==> config.mk <==
export PLATFORM = sky130hd
export DESIGN_NAME = tst_tuner
export DESIGN_NICKNAME = d
export VERILOG_FILES = /design/src/rtl/tst_pkg.sv /design/src/rtl/tst_classifier.sv /design/src/rtl/tst_pacer.sv /design/src/rtl/tst_stepper.sv /design/src/rtl/tst_tuner.sv
export SDC_FILE = /design/constraint.sdc
export NUM_CORES = 1
export LEC_CHECK = 0
export BUFFER_PORTS_ARGS = -buffer_cell sky130_fd_sc_hd__buf_2
export CAP_MARGIN = 20
export CORE_MARGIN = 3
export CORE_UTILIZATION = 43
export CTS_BUF_LIST = sky130_fd_sc_hd__clkbuf_4
export DETAILED_ROUTE_END_ITERATION = 8
export HOLD_SLACK_MARGIN = 0.05
export PLACE_DENSITY = 0.71
export SLEW_MARGIN = 20
export SYNTH_ARGS = -nofsm -noshare
export SYNTH_HDL_FRONTEND = slang
export SYNTH_SLANG_ARGS = --single-unit
==> constraint.sdc <==
create_clock -name clk -period 5.22 [get_ports clk]
set_input_delay 0.261 -clock clk [delete_from_list [all_inputs] [get_ports clk]]
set_output_delay 0.261 -clock clk [all_outputs]
set_load 0.01 [all_outputs]
==> src/rtl/tst_pkg.sv <==
package tst_pkg;
  typedef enum logic [1:0] {
    VERD_RAISE = 2'd0,
    VERD_LOWER = 2'd1,
    VERD_HOLD  = 2'd2
  } verdict_t;
endpackage

==> src/rtl/tst_classifier.sv <==
module tst_classifier
  import tst_pkg::*;
(
  input  logic     s_a,
  input  logic     s_b,
  input  logic     s_c,
  output verdict_t verdict
);
  logic a_vs_b;
  logic b_vs_c;

  always_comb begin
    a_vs_b = s_a ^ s_b;
    b_vs_c = s_b ^ s_c;
    if (b_vs_c)
      verdict = VERD_LOWER;
    else if (a_vs_b)
      verdict = VERD_HOLD;
    else
      verdict = VERD_RAISE;
  end
endmodule

==> src/rtl/tst_pacer.sv <==
module tst_pacer #(
  parameter int GAP = 16
) (
  input  logic clk,
  input  logic rst,
  input  logic clear,
  input  logic run,
  output logic tick
);
  localparam int CW = (GAP > 2) ? $clog2(GAP) : 1;
  localparam logic [CW-1:0] LAST = CW'(GAP - 1);

  logic [CW-1:0] cnt;

  always_ff @(posedge clk) begin
    if (rst || clear)
      cnt <= '0;
    else if (run)
      cnt <= (cnt == LAST) ? '0 : cnt + 1'b1;
  end

  assign tick = run && (cnt == LAST);
endmodule

==> src/rtl/tst_stepper.sv <==
module tst_stepper #(
  parameter int W = 6
) (
  input  logic         clk,
  input  logic         rst,
  input  logic         clear,
  input  logic         up,
  input  logic         down,
  output logic [W-1:0] code
);
  localparam logic [W-1:0] TOP = {W{1'b1}};

  always_ff @(posedge clk) begin
    if (rst || clear)
      code <= '0;
    else if (up && code != TOP)
      code <= code + 1'b1;
    else if (down && code != '0)
      code <= code - 1'b1;
  end
endmodule

==> src/rtl/tst_tuner.sv <==
module tst_tuner
  import tst_pkg::*;
#(
  parameter int CODE_W   = 6,
  parameter int EVAL_GAP = 16,
  parameter int CONFIRM  = 2
) (
  input  logic              clk,
  input  logic              rst,
  input  logic              start,
  input  logic              samp_early,
  input  logic              samp_mid,
  input  logic              samp_late,
  output logic [CODE_W-1:0] op_code,
  output logic              tuned,
  output logic              busy
);
  localparam int SW = (CONFIRM > 1) ? $clog2(CONFIRM) : 1;
  localparam logic [SW-1:0] STREAK_LAST = SW'(CONFIRM - 1);

  verdict_t      verdict;
  logic          tick;
  logic          judge;
  logic [SW-1:0] streak;

  tst_classifier u_cls (
    .s_a    (samp_early),
    .s_b    (samp_mid),
    .s_c    (samp_late),
    .verdict(verdict)
  );

  tst_pacer #(.GAP(EVAL_GAP)) u_pace (
    .clk  (clk),
    .rst  (rst),
    .clear(start),
    .run  (busy),
    .tick (tick)
  );

  assign judge = tick && !start;

  tst_stepper #(.W(CODE_W)) u_step (
    .clk  (clk),
    .rst  (rst),
    .clear(start),
    .up   (judge && verdict == VERD_RAISE),
    .down (judge && verdict == VERD_LOWER),
    .code (op_code)
  );

  always_ff @(posedge clk) begin
    if (rst) begin
      tuned  <= 1'b0;
      busy   <= 1'b0;
      streak <= '0;
    end else if (start) begin
      tuned  <= 1'b0;
      busy   <= 1'b1;
      streak <= '0;
    end else if (judge) begin
      if (verdict == VERD_HOLD) begin
        if (streak == STREAK_LAST) begin
          tuned  <= 1'b1;
          busy   <= 1'b0;
          streak <= '0;
        end else begin
          streak <= streak + 1'b1;
        end
      end else begin
        streak <= '0;
      end
    end
  end
endmodule

==> results.cfg <==
[synthesis]
ys_seq_area_frac = 0.328
syn_nets = 101
synth.top_cells.by_count = nor2_1, dfxtp_1, nand2_1
synth_most_common_cell = nor2_1
synth_top_area_cell = dfxtp_1
synth-seq-cells = 13
synth_edf_count = 0
synth_ff_type = dfxtp_1
synth_area_sq_um = 795
yosysTopAreaCellShare = 0.328
yosysUniqueCellTypes = 29
syn_avg_cell_area_sq_um = 8.93
yosys_warnings = 0
async_flop_share = 0
synth.top_cells.by_area = dfxtp_1, ha_1, nor2_1
postSynthCellCount = 89

[clock_tree]
clockBufferDepth = 2
cts_hold_buf = 0
root_buffer = clkbuf_4
cts_tree = yes
post-cts-setup-buffers = 0
cts_buffers = 3
cts-resized-gates = 0
cts_num_sinks = 13
insertion_delay_ps = 280
clk_pin_slew_worst_paths_ps = 80
htreeDepth = 1

[power_and_ir_drop]
switching_share = 0.235
clkPwrFrac = 0.378
internal_power_uw = 140
power_per_cell_area_mw_per_mm2 = 201
seqPwrFrac = 0.558
comb_power_share = 0.064
switchingPower_uw = 42.9
leakagePower_uw = 0.000408
ir_drop_v = 0.000135

[worst_setup_path]
crit_start = u_pace.cnt[0]
critical_path_depth = 11
critPathArrivalTime_ps = 2910
crit_required_ps = 5440
cp_num_buf_inv = 1
critPathMaxStageDelay_ps = 380
path_cells = ha_1 -> nand4_4 -> nor4_4 -> inv_1 -> ha_1 -> a211oi_1 -> o21bai_1 -> a21oi_1 -> xnor2_1 -> or3_1 -> a21oi_1
critPathCaptureType = flop
r2r_cells = 11
timing.rr.end = u_step.code[5]
crit_fanout = 6
r2r_slack_ps = 2530
critPathKind = reg -> reg
cp-start-kind = flop
worstReg2RegStart = u_pace.cnt[0]
cp_slowest_cell = dfxtp_1
critPathTopFamily = simple AND/OR/NAND/NOR gates

[routing]
wl_per_cell_microns = 11.1
post-route-drc-count = 0
totalWireLength_mm = 1.42
ant_nets = 0
vias_per_cell = 4.97
firstDrtPassIters = 4
drt_iter0_drc = 6
vias = 636

[timing]
fin_skew_ps = 0.830
setup_ws_ps = 2530
setup_tns_ps = 0
hold_viol = 0
relSlewSlack = 0.790
rsz0062_at_grt = no
fin_crit_sh = 0.515
drv_slew = 0
fmax_ghz = 0.372
setup_violations = 0
fin_crit_ps = 2690
worst_pin_slew_ps = 314

[floorplanning]
io_pins = 14
rows = 14
die_w_microns = 49.0
die-height_microns = 49.0
die_area_sq_mm = 0.00240
start_util = 0.493
core_sq_mm = 0.00161

[place]
gp_congestion = 0.724
pre_cts_ws_ps = 2540
portBuffers = 13
hpwl_mm = 1.07

[grt]
grt_pass1_vias = 635
grt_max_degree = 12
grt_pass1_wl_mm = 2.60
antenna_found_initial = 0
grt_overflow = 0
track_usage = 0.138

[layout]
seqCellArea_sq_um = 260
utilization = 0.564
fill_cells = 158
diodes = 0
area_delta_synth_final_pct = 14.3
multi_input_area_sq_um = 515
drive_gt1_frac = 0.221
nets = 117

[hold_path]
hp-start = rst
hp-class = in -> reg
hold_path_end = busy
hold_depth = 2

[job]
maxCapViolations = 0

[run_status]
status = finished clean
-- registers in the layout, indices dropped and copies added, names as in the netlist --
signal / count
u_pace.cnt: 4
streak: 1
busy: 1
tuned: 1
u_step.code: 6
-- worst max path at each step --
stage | slack, ps | end
finish | 2530 | u_step.code[5]
global route | 2210 | u_step.code[5]
CTS | 2520 | u_step.code[5]
detailed placement | 2540 | u_step.code[5]
global placement | 2630 | u_step.code[5]
floorplan | 2740 | u_step.code[5]
-- per-layer routing --
| layer | share of wire | wire, microns | vias to the layer above | GRT usage |
|---|---|---|---|---|
| li1 | - | - | 338 | - |
| met1 | 0.45 | 636 | 277 | 0.155 |
| met2 | 0.47 | 673 | 16 | 0.231 |
| met3 | 0.042 | 59 | 5 | 0.0245 |
| met4 | 0.034 | 48 | 0 | 0.104 |
| met5 | 0 | 0 | - | 0 |
-- worst reg2reg max path, stage by stage, from the launching register on --
cell,delay [ps]
dfxtp_1,380
ha_1,230
nand4_4,160
nor4_4,320
inv_1,170
ha_1,320
a211oi_1,240
o21bai_1,100
a21oi_1,180
xnor2_1,90
or3_1,310
a21oi_1,150
-- power groups by stage --
stage / Clock, uW / Sequential, uW / Combinational, uW
after floorplan: 0 / 103 / 8.40
after detailed placement: 0 / 104 / 11.9
final: 69.0 / 102 / 11.7
after global routing: 78.8 / 102 / 13.2
after CTS: 71.6 / 102 / 12.0
after global placement: 0 / 104 / 11.5
-- logic make-up after synthesis --
group / synth area share
flops: 0.328
xor+xnor: 0.0882
fa+ha+maj: 0.104
compound gates: 0.140
buf+inv: 0.0236
mux: 0.0630
simple gates: 0.254
-- placed cells by master, fill, tap and decap left out --
| cell | n |
|---|---|
| clkbuf_4 | 4 |
| fa_1 | 1 |
| inv_1 | 2 |
| a211oi_1 | 1 |
| nor4_4 | 1 |
| xnor2_1 | 4 |
| a31oi_1 | 1 |
| nor3_1 | 1 |
| o21ai_4 | 1 |
| buf_2 | 13 |
| ha_1 | 5 |
| dfxtp_1 | 13 |
| xor2_1 | 4 |
| nor2_1 | 16 |
| nand4_1 | 2 |
| nor3_2 | 1 |
| a21o_1 | 2 |
| or3_1 | 1 |
| mux2i_1 | 5 |
| or2_2 | 1 |
| o21ai_0 | 4 |
| nand4_4 | 1 |
| o21bai_1 | 1 |
| and3_1 | 1 |
| a21oi_2 | 1 |
| or4_1 | 1 |
| nand2b_1 | 3 |
| nand2_1 | 7 |
| a21oi_1 | 6 |
-- area by class of cell --
type	instances	share of cell area
clock buffers	4	0.0331
repair buffers	13	0.0716
well taps	24	0.0331
flip-flops and latches	13	0.287
multi-input cells	72	0.567
inverters	2	0.00826
-- per-stage QoR --
| stage | hold slack [ps] | power, uW | instance area (sq um) | instances |
|---|---|---|---|---|
| 2_1_floorplan | 330 | 112 | 795 | 89 |
| 3_3_place_gp | 427 | 116 | 878 | 124 |
| 3_5_place_dp | 437 | 116 | 878 | 124 |
| 4_1_cts | 132 | 185 | 908 | 128 |
| 5_1_grt | 126 | 194 | 908 | 128 |
| 6_report | 136 | 183 | 908 | 128 |
Note: power is estimated with default switching activity, not from simulation.
